===== config.mk =====
export PLATFORM = sky130hd
export DESIGN_NAME = res_byte_port
export DESIGN_NICKNAME = d
export VERILOG_FILES = /design/src/rtl/res_port_pkg.sv /design/src/rtl/res_word_reg.sv /design/src/rtl/res_lane_sel.sv /design/src/rtl/res_byte_port.sv
export SDC_FILE = /design/constraint.sdc
export NUM_CORES = 1
export LEC_CHECK = 0
export BUFFER_PORTS_ARGS = -buffer_cell sky130_fd_sc_hd__buf_2
export CELL_PAD_IN_SITES_DETAIL_PLACEMENT = 1
export CELL_PAD_IN_SITES_GLOBAL_PLACEMENT = 1
export CORE_MARGIN = 10
export CORE_UTILIZATION = 38
export CTS_BUF_LIST = sky130_fd_sc_hd__clkbuf_2
export CTS_CLUSTER_DIAMETER = 200
export DETAILED_ROUTE_END_ITERATION = 16
export GPL_ROUTABILITY_DRIVEN = 0
export PLACE_DENSITY_LB_ADDON = 0.1
export SETUP_SLACK_MARGIN = 0.5
export SYNTH_ARGS = -nofsm -noshare
export SYNTH_HDL_FRONTEND = slang
export SYNTH_HIERARCHICAL = 1
export SYNTH_SLANG_ARGS = --single-unit

===== constraint.sdc =====
create_clock -name clk -period 0.9 [get_ports clk]
set_input_delay 0 -clock clk [delete_from_list [all_inputs] [get_ports clk]]
set_output_delay 0 -clock clk [all_outputs]
set_load 0.01 [all_outputs]

===== src/rtl/res_port_pkg.sv =====
package res_port_pkg;

    localparam int MAG_W   = 12;
    localparam int BYTE_W  = 8;
    localparam int HI_W    = MAG_W - BYTE_W;
    localparam int OVR_BIT = 6;
    localparam int POL_BIT = 7;
    localparam int N_LANES = 2;
    localparam int LANE_LO = 0;   // lower index wins the bus
    localparam int LANE_HI = 1;

    typedef logic [BYTE_W-1:0] byte_t;

    typedef struct packed {
        logic             pol;
        logic             ovr;
        logic [MAG_W-1:0] mag;
    } res_word_t;

    function automatic byte_t lo_view(input res_word_t w);
        return w.mag[BYTE_W-1:0];
    endfunction

    function automatic byte_t hi_view(input res_word_t w);
        byte_t b;
        b             = '0;
        b[HI_W-1:0]   = w.mag[MAG_W-1:BYTE_W];
        b[OVR_BIT]    = w.ovr;
        b[POL_BIT]    = w.pol;
        return b;
    endfunction

endpackage


===== src/rtl/res_word_reg.sv =====
module res_word_reg
    import res_port_pkg::*;
(
    input  logic      clk,
    input  logic      rst,
    input  logic      load_i,
    input  res_word_t d_i,
    output res_word_t q_o
);

    always_ff @(posedge clk) begin
        if (rst) begin
            q_o <= '0;
        end else if (load_i) begin
            q_o <= d_i;
        end
    end

endmodule


===== src/rtl/res_lane_sel.sv =====
module res_lane_sel
    import res_port_pkg::*;
#(
    parameter int LANES = N_LANES
) (
    input  logic             mode_i,
    input  logic             cs_n_i,
    input  logic [LANES-1:0] sel_n_i,
    input  byte_t            lanes_i [LANES],
    output byte_t            bus_o,
    output logic             oe_o
);

    logic             direct;
    logic [LANES-1:0] req;

    assign direct = (mode_i == 1'b0) && (cs_n_i == 1'b0);

    for (genvar g = 0; g < LANES; g++) begin : g_req
        assign req[g] = direct && (sel_n_i[g] == 1'b0);
    end

    // Walk from the highest lane down so the lowest requesting lane is kept.
    always_comb begin
        bus_o = '0;
        oe_o  = 1'b0;
        for (int i = LANES - 1; i >= 0; i--) begin
            if (req[i]) begin
                bus_o = lanes_i[i];
                oe_o  = 1'b1;
            end
        end
    end

endmodule


===== src/rtl/res_byte_port.sv =====
module res_byte_port
    import res_port_pkg::*;
(
    input  logic              clk,
    input  logic              rst,
    input  logic              load_i,
    input  logic [MAG_W-1:0]  mag_i,
    input  logic              pol_i,
    input  logic              ovr_i,
    input  logic              mode_i,
    input  logic              cs_n_i,
    input  logic              lo_sel_n_i,
    input  logic              hi_sel_n_i,
    output logic [BYTE_W-1:0] bus_o,
    output logic              bus_oe_o
);

    res_word_t          word_d;
    res_word_t          word_q;
    byte_t              lanes [N_LANES];
    logic [N_LANES-1:0] sel_n;
    byte_t              bus_w;

    assign word_d = '{pol: pol_i, ovr: ovr_i, mag: mag_i};

    res_word_reg u_word (
        .clk    (clk),
        .rst    (rst),
        .load_i (load_i),
        .d_i    (word_d),
        .q_o    (word_q)
    );

    assign lanes[LANE_LO] = lo_view(word_q);
    assign lanes[LANE_HI] = hi_view(word_q);
    assign sel_n[LANE_LO] = lo_sel_n_i;
    assign sel_n[LANE_HI] = hi_sel_n_i;

    res_lane_sel #(.LANES(N_LANES)) u_sel (
        .mode_i  (mode_i),
        .cs_n_i  (cs_n_i),
        .sel_n_i (sel_n),
        .lanes_i (lanes),
        .bus_o   (bus_w),
        .oe_o    (bus_oe_o)
    );

    assign bus_o = bus_w;

endmodule


Word level (Yosys, flattened, before mapping)
Index checks and enable logic that the tools add are counted.

word-level totals
  bits of input ports = 21
  output and inout bits = 9
  register bits = 14

cells by class
  reductions and logical operators = 3
  multiplexer cells = 4
  bitwise logic cells = 4

operators by type and width
  operator           number
  $mux 8             2
  $not 1->1          4
  $logic_and 1x1->1  3
  $mux 1             2

Logic depth before layout (Yosys ltp)
Gate-level depths: netlist of the first run.

  depth after elaboration = 5
  gate-level depth with buffers = 4
  depth with buffers taken out = 2

Modules after synthesis
The synthesis of the first run kept the hierarchy.

by module, submodules not included
  module         cells each  times used  area each (um^2)
  res_word_reg   45          1           508.0
  res_lane_sel   28          1           195.2
  res_byte_port  1           1           3.8

Worst setup path before layout of the first run
Ideal clock, no wire load.

  path kind = reg2out
  start point = register u_word/q_o[12] (netlist bit)
  end point = output port bus_o[6]
  cell stages (with the launch flop) = 3
  slack = 0.292 ns
  data arrival time = 0.608 ns
  path through = dfxtp_1 > nand3b_1 > a21oi_1

on the way
  cells in the longest elaborated chain, start to end = 2

ends and longest elaborated chain
  what                    RTL line             RTL
  start, declared         res_word_reg.sv:8    output res_word_t q_o
  start signal, assigned  res_word_reg.sv:15   q_o <= d_i;
  $mux 8 (2 in a row)     res_lane_sel.sv:28   if (req[i]) begin
  end, declared           res_byte_port.sv:14  output logic [BYTE_W-1:0] bus_o,

Every way passes these cells.

Final worst setup path of the first run
  start point = register u_word/q_o[9] (netlist bit)
  end point = output port bus_o[1]

The elaborated chain is that of the path after synthesis.

==> results of run 1 <==
==> stage by stage <==
stage	hold WS [ns]	total power [W]	setup TNS, ns	setup WS [ns]	utilization (%)
6_report	-0.0356	0.00124	-0.555	-0.100	58.4
5_1_grt	-0.0455	0.00131	-1.19	-0.182	58.4
4_1_cts	-0.0598	0.00123	-0.696	-0.108	56.5
3_5_place_dp	0.245	0.000919	0	0.139	52.2
3_3_place_gp	0.231	0.000911	0	0.156	52.2
2_1_floorplan	0.0426	0.000846	0	0.326	-
==> synth_stat cells <==
cell / instances
mux2i_1: 14
clkbuf_1: 1
buf_12: 1
conb_1: 1
nand2b_1: 1
nor2_1: 14
dfxtp_1: 14
or2_0: 1
nand3b_1: 8
buf_6: 2
nand2b_2: 7
a21oi_1: 9
buf_2: 1
==> logic make-up (layout without fill, tap and decap cells) <==
group	count (synthesis)	in the layout	share of synthesized area, %
simple gates	31	31	26.4
mux	14	14	19.8
flops	14	14	39.6
compound gates	9	9	6.37
buf+inv	5	39	7.26
other cells	1	2	0.530
==> how the worst min path moves through the flow <==
| stage | end | slack, ns | start |
|---|---|---|---|
| after floorplan | bus_oe_o | 0.04 | hi_sel_n_i |
| after global placement | u_word/q_o[10] | 0.23 | mag_i[10] |
| after detailed placement | u_word/q_o[2] | 0.24 | mag_i[2] |
| after CTS | u_word/q_o[2] | -0.06 | mag_i[2] |
| after global routing | u_word/q_o[5] | -0.05 | mag_i[5] |
| final | u_word/q_o[3] | -0.04 | mag_i[3] |
==> layout make-up <==
cell class	instances	area, sq um	share of cell area (%)
Tap cell	25	31.3	3.07
Timing Repair Buffer	36	251	24.7
Clock buffer	3	15.0	1.47
Sequential cell	14	298	29.2
Multi-Input combinational cell	56	423	41.5
==> power by group through the flow <==
stage                     sequential, W  combinational (W)  clock (W)
after floorplan                0.000690           0.000156          0
after global placement         0.000695           0.000215          0
after detailed placement       0.000697           0.000223          0
after CTS                      0.000687           0.000249   0.000299
after global routing           0.000692           0.000289   0.000329
final                          0.000687           0.000266   0.000283
==> critical path, stage by stage (launching register included) <==
cell	delay (ns)
dfxtp_2	0.35
nand3b_1	0.09
a21oi_2	0.14
buf_2	0.14
==> what timing repair did <==
item / in CTS / in global routing
gates cloned: 1 / 0
setup endpoints to repair: 23 / 23
pin swaps: 1 / 7
gates resized for setup: 17 / 4
buffers inserted: 2 / 2
endpoints found under the hold margin: 14 / 13
==> metal layers <==
layer	vias to the layer above	global-route usage, %	wire length (um)
li1	316	-	-
met1	297	11.1	878
met2	16	16.0	1070
met3	2	3.53	122
met4	0	5.03	12
met5	-	0	0
==> impl_metrics.tcl, run 1 <==
set metrics [dict create \
    io_pins 30 \
    outcome "finished with violations" \
    grt.total_usage_pct 9.89 \
    yosysTopAreaCell "dfxtp_1" \
    fp.dieH_um 63.1 \
    clk_path_buf_depth 2 \
    reg2reg_slack_ns 0.06 \
    ctsHtreeMaxLevel 1 \
    synth_cells 74 \
    synth-seq-cells 14 \
    drt_first_pass_iters 4 \
    crit_path_end "bus_o[1]" \
    path_clk_slew_ns 0.13 \
    nets 132 \
    drt_iter0_drc 9 \
    critPathLaunchType "register" \
    ant_nets 0 \
    area_growth_pct 44.1 \
    switching_power_w 0.000333 \
    initial_core_util_pct 40.5 \
    grt_max_degree 18 \
    violations "negative hold slack, negative setup slack" \
    io_buffers 29 \
    crit_start "u_word/q_o[9]" \
    p_sw_share_pct 27.0 \
    ys_types 13 \
    routed_wirelength_mm 2.09 \
    numPlacedInstances 126 \
    stdcell_count 134 \
    grt_pass1_vias 680 \
    vias 631 \
    p_leak_nw 0.462 \
    hpwl_mm 1.44 \
    die_x_um 63.1 \
    antenna_found_initial 0 \
    worst_r2r_path_depth 4 \
    worstReg2RegStart "u_word/q_o[8]" \
    hold_viol_final 14 \
    hold_slack_ns -0.0356 \
    mostFrequentLayoutCells "26 x buf_2, 14 x mux2i_1, 14 x nor2_1, 14 x dfxtp_2, 9 x buf_6" \
    critPathKind "reg -> out" \
    place_area_sq_um 911 \
    grt_pass1_wl_mm 3.22 \
    top_regs "u_word/q_o: 14 flops" \
    overflow 0 \
    core_sq_um 1750 \
    synth-seq-area-share_pct 39.6 \
    avgRoutedWirePerCell_um 15.6 \
    yosysWarnings 6 \
    slew_viol_final 0 \
    hold_class "in -> reg" \
    crit_path_max_fanout 2 \
    synthTopCellsByArea "dfxtp_1 40%, mux2i_1 20%, nand2b_2 8.7%" \
    drc_errors 0 \
    fillers 218 \
    final_common_cell "buf_2" \
    ir_drop_v 0.000891 \
    rows 15 \
    drt-vias-per-instance 4.71 \
    p_comb_share_pct 21.5 \
    numCtsBuffers 3 \
    rsz0062_at_grt "true" \
    drive_gt1_share_pct 64.2 \
    period_needed_ns 1.00 \
    synth_top_area_share_pct 39.6 \
    syn_area_sq_um 707 \
    fmax_mhz 1000 \
    clock_sinks 14 \
    cts_tree "done" \
    clk_latency_ns 0.26 \
    postLayoutCellArea_sq_um 1020 \
    critPathRequiredTime_ns 0.90 \
    seqPwrFrac_pct 55.6 \
    max-cap-violations 0 \
    regMostFlops "u_word/q_o" \
    powerDensity_nw_per_um2 1210 \
    dieArea_sq_um 3990 \
    largest_reg_flops 14 \
    p_int_w 0.000903 \
    holdPathStages 3 \
    rr_endpoint "u_word/q_o[8]" \
    setup_ws_ns -0.100 \
    avgSynthCellArea_sq_um 9.55 \
    crit_arrival_ns 1.00 \
    cp-end-kind "primary output" \
    insertedDiodeCount 0 \
    min_period_over_period_pct 111 \
    setup_viol 8 \
    clkPwrFrac_pct 22.9 \
    root_buffer "clkbuf_2" \
    fin_skew_ns 0 \
]
Note: power is estimated with default switching activity, not from simulation.
==> run 2, diff against run 1 <==
--- a/config.mk
+++ b/config.mk
@@ -8,9 +8,8 @@
 export BUFFER_PORTS_ARGS = -buffer_cell sky130_fd_sc_hd__buf_2
 export CELL_PAD_IN_SITES_DETAIL_PLACEMENT = 1
 export CELL_PAD_IN_SITES_GLOBAL_PLACEMENT = 1
-export CORE_MARGIN = 10
-export CORE_UTILIZATION = 38
-export CTS_BUF_LIST = sky130_fd_sc_hd__clkbuf_2
+export CORE_UTILIZATION = 37
+export CTS_BUF_LIST = sky130_fd_sc_hd__clkbuf_8
 export CTS_CLUSTER_DIAMETER = 200
 export DETAILED_ROUTE_END_ITERATION = 16
 export GPL_ROUTABILITY_DRIVEN = 0
@@ -18,5 +17,4 @@
 export SETUP_SLACK_MARGIN = 0.5
 export SYNTH_ARGS = -nofsm -noshare
 export SYNTH_HDL_FRONTEND = slang
-export SYNTH_HIERARCHICAL = 1
 export SYNTH_SLANG_ARGS = --single-unit
==> impl_metrics.tcl, run 2 <==
set metrics [dict create \
    drt-vias-per-instance 4.81 \
    grt.total_usage_pct 19.5 \
    path_clk_slew_ns 0.05 \
    hold_class "in -> reg" \
    numCtsBuffers 3 \
    ctsHtreeMaxLevel 1 \
    top_regs "u_word.q_o: 14 flops" \
    multi_input_area_sq_um 383 \
    fin_skew_ns 0 \
    drive_gt1_share_pct 59.6 \
    core_sq_um 1730 \
    holdPathStages 3 \
    setup_viol 6 \
    grt_max_degree 16 \
    powerDensity_nw_per_um2 1480 \
    critPathMaxStageDelay_ns 0.32 \
    synth_compound_area_share_pct 5.19 \
    io_buffers 29 \
    synth_cells 69 \
    crit_path_max_fanout 2 \
    synth_common_cells "14 x dfxtp_1, 14 x mux2i_1, 14 x nor2_1" \
    largest_reg_flops 14 \
    routed_wirelength_mm 1.63 \
    dieArea_sq_um 2000 \
    clock_sinks 14 \
    avgSynthCellArea_sq_um 9.79 \
    nets 122 \
    fp.dieH_um 44.7 \
    slew_viol_final 0 \
    drt_first_pass_iters 3 \
    fin_util_pct 55.4 \
    grt_pass1_vias 641 \
    critPathRequiredTime_ns 0.90 \
    area_growth_pct 41.5 \
    cp_top_family "flip-flops" \
    final_common_cell "buf_2" \
    total_power_w 0.00142 \
    io_pins 30 \
    fmax_mhz 1050 \
    max-cap-violations 0 \
    cp-end-kind "primary output" \
    synth_simple_gate_area_share_pct 24.6 \
    yosysWarnings 0 \
    synthAdderAreaFrac_pct 0 \
    drt_iter0_drc 8 \
    seq_area_sq_um 298 \
    synth-seq-cells 14 \
    worst_pin_slew_ns 0.309 \
    place_area_sq_um 878 \
    period_needed_ns 0.952 \
    critical-path-slowest-cell "dfxtp_2" \
    insertedDiodeCount 0 \
    synth_ff_type "dfxtp_1" \
    grt_pass1_wl_mm 2.81 \
    die_x_um 44.7 \
    postLayoutCellArea_sq_um 956 \
    ys_types 12 \
    synth_edf_count 0 \
    relSlewSlack_pct 79.4 \
    critPathLaunchType "register" \
    setup_ws_ns -0.0517 \
    holdCritStartpoint "mag_i[0]" \
    reg2reg_slack_ns 0.14 \
    crit_arrival_ns 0.95 \
    min_period_over_period_pct 106 \
    synth_xor_area_share_pct 0 \
    yosysTopAreaCell "dfxtp_1" \
    synthArstFlopShare_pct 0 \
    rows 15 \
    rsz0062_at_grt "true" \
    initial_core_util_pct 39.1 \
    violations "negative hold slack, negative setup slack" \
    hpwl_mm 1.14 \
    drc_errors 0 \
    fillers 212 \
    synth_mux_area_share_pct 20.7 \
    holdPathEnd "u_word.q_o[0]" \
    worstPathCellList "nand3b_1 > a21oi_2 > buf_2" \
    critPathKind "reg -> out" \
    outcome "finished with violations" \
    syn_area_sq_um 676 \
    ir_drop_v 0.000825 \
    clk_path_buf_depth 2 \
    root_buffer "clkbuf_8" \
    synthTopCellsByArea "dfxtp_1 41%, mux2i_1 21%, nor2_1 7.8%" \
    regMostFlops "u_word.q_o" \
    synth_top_family_by_area "simple AND/OR/NAND/NOR gates" \
    synth-seq-area-share_pct 41.5 \
    worst_r2r_path_depth 3 \
    antenna_found_initial 0 \
    hold_viol_final 6 \
    cp_num_buf_inv 1 \
    mappedNetlistNets 90 \
    p_leak_nw 0.446 \
    ant_nets 0 \
    vias 597 \
    cts_tree "done" \
    mostFrequentLayoutCells "28 x buf_2, 14 x mux2i_1, 14 x nor2_1, 14 x dfxtp_2, 7 x a21oi_2" \
    worstReg2RegStart "u_word.q_o[5]" \
    overflow 0 \
    avgRoutedWirePerCell_um 13.1 \
    synth_top_area_share_pct 41.5 \
    rr_endpoint "u_word.q_o[5]" \
    clk_latency_ns 0.24 \
    hold_slack_ns -0.00601 \
]
## run 2: changes by cell type in the layout (fill, tap and decap cells not counted), moves of 3 or more
cell      previous run  this run
buf_6                9         2
nand2b_2             7         0
nand2b_1             1         6
clkbuf_2             3         0
clkbuf_8             0         3
## run 2: timing repair
action / 4_1_cts / 5_1_grt
pin swaps: 1 / 1
endpoints found under the hold margin: 5 / 0
buffers inserted: 1 / 0
resized for setup: 16 / 0
setup endpoints to repair: 23 / 23
## run 2: tightest hold or removal path: cells and delay by family
family	cells	cell delay, ns
simple gates	1	0.07
mux	1	0.05
buf+inv	1	0.07
## run 2: how the worst max path moves through the flow
stage	startpoint	slack, ns	to	depth (start not counted)
6_report	u_word.q_o[13]	-0.05	bus_o[7]	3
4_1_cts	u_word.q_o[12]	-0.05	bus_o[6]	3
5_1_grt	u_word.q_o[13]	-0.10	bus_o[7]	3
3_5_place_dp	cs_n_i	0.07	bus_o[4]	5
2_1_floorplan	cs_n_i	0.33	bus_o[4]	3
3_3_place_gp	cs_n_i	0.11	bus_o[4]	5
## run 2: cells by family after synthesis
kind of cell           after synthesis
muxes                               14
DFF                                 14
AOI/OAI and AO/OA                    7
and+or+nand+nor                     29
buffers and inverters                5
## run 2: cell type report
cell class                      instances  area share [%]
Sequential cell                        14            31.2
Clock buffer                            3            4.32
Timing Repair Buffer                   32            21.2
Tap cell                               25            3.27
Multi-Input combinational cell         50            40.1
## run 2: through the flow
stage	hold slack (ns)	std cells	TNS [ns]	setup WS (ns)
4_1_cts	-0.00425	124	-0.183	-0.0513
3_5_place_dp	0.246	120	0	0.0746
6_report	-0.00601	124	-0.155	-0.0517
3_3_place_gp	0.233	120	0	0.105
5_1_grt	0.0142	124	-0.553	-0.103
2_1_floorplan	0.0514	69	0	0.328
## run 2: where the power goes
part           switching [W]  internal, W  total [W]  leakage (nW)
logic               0.000104     0.000122   0.000225         0.304
registers          0.0000195     0.000665   0.000684         0.121
clock network       0.000210     0.000296   0.000506        0.0216
## run 2: per-layer routing
layer  vias to the layer above  track usage (%)  routed length (um)
met1                       283             21.7                 689
met5                         -                0                   0
met4                         0             9.09                  10
met2                        19             36.2                 835
li1                        293                -                   -
met3                         2             2.80                  89
